### config.mk
export PLATFORM = sky130hd
export DESIGN_NAME = gpio_irq_port
export DESIGN_NICKNAME = d
export VERILOG_FILES = /design/src/rtl/gpio_irq_pkg.sv /design/src/rtl/gpio_irq_sync.sv /design/src/rtl/gpio_irq_debounce.sv /design/src/rtl/gpio_irq_pin.sv /design/src/rtl/gpio_irq_port.sv
export SDC_FILE = /design/constraint.sdc
export NUM_CORES = 1
export LEC_CHECK = 0
export ABC_CLOCK_PERIOD_IN_PS = 5500
export BUFFER_PORTS_ARGS = -buffer_cell sky130_fd_sc_hd__buf_2
export CAP_MARGIN = 20
export CORE_UTILIZATION = 58
export CTS_CLUSTER_SIZE = 10
export DETAILED_ROUTE_END_ITERATION = 8
export PLACE_DENSITY = 0.86
export SLEW_MARGIN = 30
export SYNTH_ARGS = -nofsm -noshare
export SYNTH_HDL_FRONTEND = slang
export SYNTH_HIERARCHICAL = 1
export SYNTH_SLANG_ARGS = --single-unit
export TNS_END_PERCENT = 100
### constraint.sdc
create_clock -name clk -period 5.5 [get_ports clk]
set_clock_uncertainty 0.1 [all_clocks]
set_input_delay 0.275 -clock clk [delete_from_list [all_inputs] [get_ports clk]]
set_output_delay 0.275 -clock clk [all_outputs]
set_load 0.02 [all_outputs]
### src/rtl/gpio_irq_pkg.sv
package gpio_irq_pkg;

  localparam int WIN_SHIFT   = 5;
  localparam int THR_W       = 8;
  localparam int STATUS_ADDR = 'h104;

  localparam logic [4:0] OFS_CFG = 5'h00;
  localparam logic [4:0] OFS_THR = 5'h04;
  localparam logic [4:0] OFS_LVL = 5'h08;
  localparam logic [4:0] OFS_FLT = 5'h0C;
  localparam logic [4:0] OFS_VAL = 5'h10;
  localparam logic [4:0] OFS_CLR = 5'h14;

  typedef enum logic [1:0] {
    TRIG_OFF   = 2'd0,
    TRIG_LEVEL = 2'd1,
    TRIG_EDGE  = 2'd2,
    TRIG_BOTH  = 2'd3
  } trig_e;

  typedef struct packed {
    logic  ie;
    logic  pol;
    trig_e trig;
    logic  dir;
    logic  en;
  } pin_cfg_t;

  // Input is {bit6, bits[4:0]} of the written byte.
  function automatic pin_cfg_t cfg_unpack(input logic [5:0] d);
    pin_cfg_t c;
    c.ie   = d[5];
    c.pol  = d[4];
    c.trig = trig_e'(d[3:2]);
    c.dir  = d[1];
    c.en   = d[0];
    return c;
  endfunction

  function automatic logic [7:0] cfg_pack(input pin_cfg_t c);
    return {1'b0, c.ie, 1'b0, c.pol, c.trig, c.dir, c.en};
  endfunction

  // Trigger decision from the current and previous filtered level.
  function automatic logic trig_hit(input trig_e t, input logic pol,
                                    input logic cur, input logic prev);
    logic rise;
    logic fall;
    rise = cur & ~prev;
    fall = ~cur & prev;
    case (t)
      TRIG_LEVEL: return (cur == pol);
      TRIG_EDGE:  return pol ? rise : fall;
      TRIG_BOTH:  return rise | fall;
      default:    return 1'b0;
    endcase
  endfunction

endpackage

### src/rtl/gpio_irq_sync.sv
module gpio_irq_sync #(
  parameter int W = 8
) (
  input  logic         clk,
  input  logic         rst_n,
  input  logic [W-1:0] din,
  output logic [W-1:0] dout
);

  logic [W-1:0] stage1_q;
  logic [W-1:0] stage2_q;

  always_ff @(posedge clk or negedge rst_n) begin
    if (!rst_n) begin
      stage1_q <= '0;
      stage2_q <= '0;
    end else begin
      stage1_q <= din;
      stage2_q <= stage1_q;
    end
  end

  assign dout = stage2_q;

endmodule

### src/rtl/gpio_irq_debounce.sv
module gpio_irq_debounce #(
  parameter int TW = 8
) (
  input  logic          clk,
  input  logic          rst_n,
  input  logic [TW-1:0] thr,
  input  logic          din,
  output logic          dout
);

  logic          lvl_q;
  logic [TW-1:0] cnt_q;
  logic          bypass;

  assign bypass = (thr == '0);

  always_ff @(posedge clk or negedge rst_n) begin
    if (!rst_n) begin
      lvl_q <= 1'b0;
      cnt_q <= '0;
    end else if (bypass) begin
      lvl_q <= din;
      cnt_q <= '0;
    end else if (din != lvl_q) begin
      if (cnt_q == thr) begin
        lvl_q <= din;
        cnt_q <= '0;
      end else begin
        cnt_q <= cnt_q + 1'b1;
      end
    end else begin
      cnt_q <= '0;
    end
  end

  assign dout = bypass ? din : lvl_q;

endmodule

### src/rtl/gpio_irq_pin.sv
module gpio_irq_pin
  import gpio_irq_pkg::*;
(
  input  logic             clk,
  input  logic             rst_n,
  input  logic             wr_cfg,
  input  logic             wr_thr,
  input  logic             wr_flt,
  input  logic             wr_val,
  input  logic             wr_clr,
  input  logic [7:0]       wdata,
  input  logic             sync_in,
  output logic [7:0]       cfg_rd,
  output logic [THR_W-1:0] thr_q,
  output logic             flt_q,
  output logic             val_q,
  output logic             lvl,
  output logic             pend_q,
  output logic             set_evt,
  output logic             clr_evt,
  output logic             armed,
  output logic             ie,
  output logic             oe
);

  pin_cfg_t cfg_q;
  logic     prev_q;

  gpio_irq_debounce #(.TW(THR_W)) u_dbn (
    .clk  (clk),
    .rst_n(rst_n),
    .thr  (thr_q),
    .din  (sync_in),
    .dout (lvl)
  );

  always_ff @(posedge clk or negedge rst_n) begin
    if (!rst_n) begin
      cfg_q <= '0;
      thr_q <= '0;
      flt_q <= 1'b1;
      val_q <= 1'b0;
    end else begin
      if (wr_cfg) cfg_q <= cfg_unpack({wdata[6], wdata[4:0]});
      if (wr_thr) thr_q <= wdata[THR_W-1:0];
      if (wr_flt) flt_q <= wdata[0];
      if (wr_val) val_q <= wdata[0];
    end
  end

  assign armed   = cfg_q.en && (cfg_q.trig != TRIG_OFF);
  assign set_evt = armed && trig_hit(cfg_q.trig, cfg_q.pol, lvl, prev_q);
  assign clr_evt = wr_clr && wdata[0];

  always_ff @(posedge clk or negedge rst_n) begin
    if (!rst_n) begin
      prev_q <= 1'b0;
      pend_q <= 1'b0;
    end else begin
      prev_q <= lvl;
      pend_q <= set_evt | (pend_q & ~clr_evt);
    end
  end

  assign cfg_rd = cfg_pack(cfg_q);
  assign ie     = cfg_q.ie;
  assign oe     = cfg_q.dir & ~flt_q;

endmodule

### src/rtl/gpio_irq_port.sv
module gpio_irq_port
  import gpio_irq_pkg::*;
#(
  parameter int N  = 8,
  parameter int AW = 12
) (
  input  logic          clk,
  input  logic          rst_n,
  input  logic          bus_wr,
  input  logic [AW-1:0] bus_addr,
  input  logic [7:0]    bus_wdata,
  output logic [7:0]    bus_rdata,
  input  logic [N-1:0]  pad_in,
  output logic [N-1:0]  pad_out,
  output logic [N-1:0]  pad_oe,
  output logic          irq
);

  // N must stay at or below 8 so that the status address lies outside every pin window.
  localparam int IW = AW - WIN_SHIFT;
  localparam int PW = (N > 1) ? $clog2(N) : 1;
  localparam logic [IW-1:0] N_IDX = IW'(N);

  logic [IW-1:0] win_idx;
  logic [4:0]    win_ofs;
  logic [PW-1:0] win_sel;
  logic          in_pins;
  logic          is_stat;

  assign win_idx = bus_addr[AW-1:WIN_SHIFT];
  assign win_ofs = bus_addr[WIN_SHIFT-1:0];
  assign win_sel = bus_addr[WIN_SHIFT +: PW];
  assign in_pins = (win_idx < N_IDX);
  assign is_stat = (bus_addr == AW'(STATUS_ADDR));

  logic [N-1:0]            sync_v;
  logic [N-1:0][7:0]       cfg_a;
  logic [N-1:0][THR_W-1:0] thr_a;
  logic [N-1:0]            flt_v;
  logic [N-1:0]            lvl_v;
  logic [N-1:0]            pend_vec;
  logic [N-1:0]            set_vec;
  logic [N-1:0]            clr_vec;
  logic [N-1:0]            armed_vec;
  logic [N-1:0]            ie_vec;

  gpio_irq_sync #(.W(N)) u_sync (
    .clk  (clk),
    .rst_n(rst_n),
    .din  (pad_in),
    .dout (sync_v)
  );

  for (genvar g = 0; g < N; g++) begin : g_pin
    logic pin_hit;
    assign pin_hit = bus_wr && (win_idx == IW'(g));

    gpio_irq_pin u_pin (
      .clk    (clk),
      .rst_n  (rst_n),
      .wr_cfg (pin_hit && (win_ofs == OFS_CFG)),
      .wr_thr (pin_hit && (win_ofs == OFS_THR)),
      .wr_flt (pin_hit && (win_ofs == OFS_FLT)),
      .wr_val (pin_hit && (win_ofs == OFS_VAL)),
      .wr_clr (pin_hit && (win_ofs == OFS_CLR)),
      .wdata  (bus_wdata),
      .sync_in(sync_v[g]),
      .cfg_rd (cfg_a[g]),
      .thr_q  (thr_a[g]),
      .flt_q  (flt_v[g]),
      .val_q  (pad_out[g]),
      .lvl    (lvl_v[g]),
      .pend_q (pend_vec[g]),
      .set_evt(set_vec[g]),
      .clr_evt(clr_vec[g]),
      .armed  (armed_vec[g]),
      .ie     (ie_vec[g]),
      .oe     (pad_oe[g])
    );
  end

  assign irq = |(pend_vec & ie_vec);

  always_comb begin
    bus_rdata = '0;
    if (is_stat) begin
      bus_rdata[N-1:0] = pend_vec;
    end else if (in_pins) begin
      case (win_ofs)
        OFS_CFG: bus_rdata = cfg_a[win_sel];
        OFS_THR: bus_rdata = thr_a[win_sel];
        OFS_LVL: bus_rdata[0] = lvl_v[win_sel];
        OFS_FLT: bus_rdata[0] = flt_v[win_sel];
        OFS_VAL: bus_rdata[0] = pad_out[win_sel];
        default: bus_rdata = '0;
      endcase
    end
  end

endmodule

=== Word level (Yosys, flattened, before mapping) ===
Cells that the tools add are included.

* Reduce and logical (&&, ||, !) cells: 115
* Eq/ne operators: 61
* $lt $le $gt $ge: 2
* Mux-type cells: 86
* Bitwise gates (word level): 81
* Add/sub/neg operators: 8

{| class="wikitable"
|+ Operators with widths
! kind !! number
|-
| two-way mux 8 bit || 28
|-
| logical AND 1 bit || 72
|-
| adder 8 x 1 -> 8 bit, second input constant || 8
|-
| equality test 8 bit || 8
|-
| logical NOT 8 bit || 8
|-
| binary-select mux 8 bit (select 3 bit) || 2
|-
| nonzero test 2 bit || 24
|-
| two-way mux 1 bit || 43
|-
| AND 1 bit || 32
|-
| equality test 2 bit, second input constant || 16
|-
| inverter 1 bit || 32
|-
| equality test 7 x 3 -> 1 bit, second input constant || 4
|-
| case mux 1 bit (3 select lines) || 8
|-
| equality test 2 x 1 -> 1 bit, second input constant || 8
|-
| OR 1 bit || 16
|-
| AND reduction 2 bit || 8
|-
| equality test 7 x 2 -> 1 bit, second input constant || 2
|-
| case mux 7 bit (2 select lines) || 1
|-
| equality test 12 x 9 -> 1 bit, second input constant || 1
|-
| equality test 5 x 4 -> 1 bit, second input constant || 2
|-
| equality test 5 bit, second input constant || 2
|-
| binary-select mux 1 bit (select 3 bit) || 3
|-
| AND 8 bit || 1
|-
| equality test 1 bit || 8
|-
| other kinds (9) || 16
|}

* Input bits: 31
* Flip-flop bits (word level): 232
* Output and inout port bits: 25

=== Logic depth before layout (Yosys ltp) ===
* Depth after elaboration: 8
* Mapped depth: 8
* Mapped depth without buffers: 8

=== Hierarchy ===
The synthesis kept the hierarchy.

{| class="wikitable"
|+ By module, submodules not included
! module !! instances !! area an instance (um^2) !! cells an instance
|-
| gpio_irq_pin || 8 || 787.0 || 55
|-
| gpio_irq_debounce || 8 || 523.0 || 51
|-
| gpio_irq_port || 1 || 1665.3 || 170
|-
| gpio_irq_sync || 1 || 400.4 || 16
|}

=== Least setup slack after synthesis ===
Ideal clock, no wire load.

* Kind: reg-to-output
* Start point: register g_pin[6].u_pin.thr_q[4]
* End point: output port bus_rdata[0]
* Arrival time: 2.139 ns
* Path buffers: 0
* Stages on the path, launching flop included: 9
* Path slack: 2.986 ns
* Cell sequence: dfrtp_1 > nor4_1 > nand2_1 > mux2_2 > mux4_2 > o2bb2ai_1 > o22ai_1 > nor3_1 > o21ai_0

* Word-level cells in the longest chain between the ends: 7

{| class="wikitable"
|+ RTL lines
! item !! RTL line !! source
|-
| start, declared || gpio_irq_pin.sv:14 || <nowiki>output logic [THR_W-1:0] thr_q,</nowiki>
|-
| start signal, assigned || gpio_irq_pin.sv:45 || <nowiki>if (wr_thr) thr_q <= wdata[THR_W-1:0];</nowiki>
|-
| logical NOT 8 bit || gpio_irq_debounce.sv:15 || <nowiki>assign bypass = (thr == '0);</nowiki>
|-
| two-way mux 1 bit || gpio_irq_debounce.sv:36 || <nowiki>assign dout = bypass ? din : lvl_q;</nowiki>
|-
| named net lvl_v[6] || gpio_irq_port.sv:40 || <nowiki>logic [N-1:0] lvl_v;</nowiki>
|-
| binary-select mux 1 bit (select 3 bit) || gpio_irq_port.sv:92 || <nowiki>OFS_LVL: bus_rdata[0] = lvl_v[win_sel];</nowiki>
|-
| two-way mux 1 bit (implied by the code) || gpio_irq_port.sv:92 ||
|-
| case mux 1 bit (5 select lines) || gpio_irq_port.sv:89 || <nowiki>case (win_ofs)</nowiki>
|-
| two-way mux 8 bit || gpio_irq_port.sv:88 || <nowiki>end else if (in_pins) begin</nowiki>
|-
| two-way mux 8 bit || gpio_irq_port.sv:86 || <nowiki>if (is_stat) begin</nowiki>
|-
| end, declared || gpio_irq_port.sv:12 || <nowiki>output logic [7:0] bus_rdata,</nowiki>
|}

The timed path passes the listed nets, and every way through them passes these cells. The select of a mux whose other input is x is not followed.

=== Final worst setup path ===
* Start point: register g_pin[0].u_pin.thr_q[0]
* End point: output port bus_rdata[0]

* Word-level cells in the longest chain between the ends: 7

{| class="wikitable"
|+ RTL lines
! item !! RTL line
|-
| start, declared || gpio_irq_pin.sv:14
|-
| start signal, assigned || gpio_irq_pin.sv:45
|-
| logical NOT 8 bit || gpio_irq_debounce.sv:15
|-
| two-way mux 1 bit || gpio_irq_debounce.sv:36
|-
| named net lvl_v[0] || gpio_irq_port.sv:40
|-
| binary-select mux 1 bit (select 3 bit) || gpio_irq_port.sv:92
|-
| two-way mux 1 bit (implied by the code) || gpio_irq_port.sv:92
|-
| case mux 1 bit (5 select lines) || gpio_irq_port.sv:89
|-
| two-way mux 8 bit || gpio_irq_port.sv:88
|-
| two-way mux 8 bit || gpio_irq_port.sv:86
|}

The timed path passes the listed nets, and every way through them passes these cells. The select of a mux whose other input is x is not followed.

==> reports/metrics.yaml <==
cts_htree_levels: 1
drt_iter0_drc: 474
status: "finished clean"
drc: 0
overflow: 0
cts_buffers: 27
hold_path.class: "in -> reg"
multiInputGateArea_sq_um: 6150
reg2reg_from: "g_pin[7].u_pin/thr_q[4]"
ant_nets: 0
post_cts_buffers: 0
setup_violations: 0
grt_pass1_vias: 8738
r2r-end: "g_pin[7].u_pin/pend_q"
fin_crit_sh_pct: 64.7
final_nets: 1122
via_count: 8433
crit_path_start: "g_pin[0].u_pin/thr_q[0]"
min_period_ns: 3.56
max_freq_mhz: 281
wl_um: 29400
cap_violations: 0
core_sq_um: 21000
initial_core_util_pct: 59.3
netlist_instances: 1018
power_density_nw_per_um2: 261
antenna_found_initial: 2
yosysWarnings: 6
wire_per_inst_um: 21.6
worst_pin_slew_ns: 0.908
critPathMaxFanout: 5
max_stage_delay_ns: 0.47
cp-start-kind: "register"
setup.worst_path.class: "reg -> out"
p_leak_nw: 6.14
die_h_um: 149
relSlewSlack_pct: 39.5
peakVddDrop_mv: 0.198
drtPass1Iterations: 5
fin_tns_setup_ns: 0
insertion_delay_ns: 0.53
grt_pass1_wl_um: 47200
cts.sinks: 232
root_buffer: "clkbuf_16"
final_common_cell: "dfrtp_1"
hold_viol: 0
drive_gt1_share_pct: 27.7
final-max-slew-violation-count: 0
grt_max_degree: 121
die_w_um: 149
track_usage_pct: 27.6
final_cell_mix: "dfrtp_1 (224), mux2_2 (137), nor2_1 (102), xnor2_1 (88), buf_2 (53)"
via_per_inst: 6.19
cts_buffer_depth: 3
ff2ff_path_depth: 8
die_area_sq_um: 22100
syn_to_final_growth_pct: 9.68
required_ns: 5.12
num-fill-cells: 1483
clk_pin_slew_ns: 0.05
rsz0062_at_grt: "false"
end_kind: "primary output"
gp_congestion: 0.922
rows: 53
seqCellArea_sq_um: 5820
crit_slowest_cell: "mux4_2"
io_buffers: 55
dp_hpwl_um: 19600
io_pins: 56
r2r_setup_slack_ns: 3.15
path_cells: "nor4_1 -> nand2_1 -> mux2_2 -> mux4_2 -> o2bb2ai_1 -> o22ai_1 -> nor3_1 -> o21ai_0 -> buf_2"
cp_data_arrival_time_ns: 3.18
cts_tree: "done"
syn_area_sq_um: 12500
endpoint: "bus_rdata[0]"
avgSynthCellArea_sq_um: 12.2
power_mw: 3.56
==> where the power goes <==
group,internal (mW),switching (mW),leakage [nW]
Sequential,1.72,0.0147,3.10
Clock,0.974,0.664,0.378
Combinational,0.0666,0.118,2.67
Total,2.77,0.797,6.14
==> what timing repair did <==
| action | 4_1_cts | 5_1_grt |
|---|---|---|
| hold buffers | 9 | 0 |
| endpoints found under the hold margin | 122 | 0 |
| gates resized for setup | 0 | 0 |
==> area by class of cell <==
| class | count | area share [%] |
|---|---|---|
| multi-input combinational | 699 | 45.0 |
| sequential | 232 | 42.6 |
| inverter | 40 | 1.10 |
| clock buffer | 48 | 5.60 |
| antenna | 1 | 0.0183 |
| timing repair buffer | 67 | 2.93 |
| tap | 275 | 2.52 |
| clock inverter | 1 | 0.220 |
==> sequential cells by signal (all words and copies together) (netlist names) <==
signal                   cells
g_pin.u_pin/ie               8
u_sync/dout                  8
g_pin.u_pin/prev_q           8
g_pin.u_pin/u_dbn/lvl_q      8
g_pin.u_pin/val_q            8
g_pin.u_pin/thr_q           64
g_pin.u_pin/u_dbn/cnt_q     64
g_pin.u_pin/pend_q           8
g_pin.u_pin/flt_q            8
u_sync/stage1_q              8
g_pin.u_pin/cfg_rd          40
==> critical path, delay by kind of cell (launching register included) <==
family	cells	cell delay, ns
muxes	2	0.84
and+or+nand+nor	3	0.81
DFF	1	0.44
AOI/OAI and AO/OA	3	0.40
buffers and inverters	1	0.17
==> layer usage <==
layer / vias up / global-route usage (%) / part of all wire, %
met2: 385 / 44.9 / 48
met5: - / 0 / 0.044
met1: 4229 / 35.8 / 39
met3: 110 / 4.60 / 7.7
li1: 3707 / - / -
met4: 2 / 13.6 / 5.0
==> how the worst min path moves through the flow <==
stage	startpoint	endpoint	slack, ns	depth (start not counted)
2_1_floorplan	rst_n	g_pin[0].u_pin/cfg_rd[0]	-0.12	0
3_3_place_gp	u_sync/stage1_q[4]	u_sync/dout[4]	0.23	0
3_5_place_dp	u_sync/stage1_q[6]	u_sync/dout[6]	0.24	0
4_1_cts	bus_wdata[5]	g_pin[2].u_pin/thr_q[5]	0.03	2
5_1_grt	bus_wdata[5]	g_pin[2].u_pin/thr_q[5]	0.04	2
6_report	bus_wdata[5]	g_pin[2].u_pin/thr_q[5]	0.05	2
==> through the flow <==
step / cell area (sq um) / hold slack (ns) / setup slack, ns / utilization (%) / cells
after floorplan: 12500 / -0.121 / 2.99 / - / 1026
after global placement: 12800 / 0.232 / 2.38 / 60.8 / 1304
after detailed placement: 12800 / 0.237 / 2.37 / 60.8 / 1304
after CTS: 13700 / 0.0275 / 2.02 / 65.0 / 1362
after global routing: 13700 / 0.0385 / 1.78 / 65.0 / 1362
final: 13700 / 0.0455 / 1.94 / 65.0 / 1363
No activity file was read; power rests on OpenSTA's default activity.
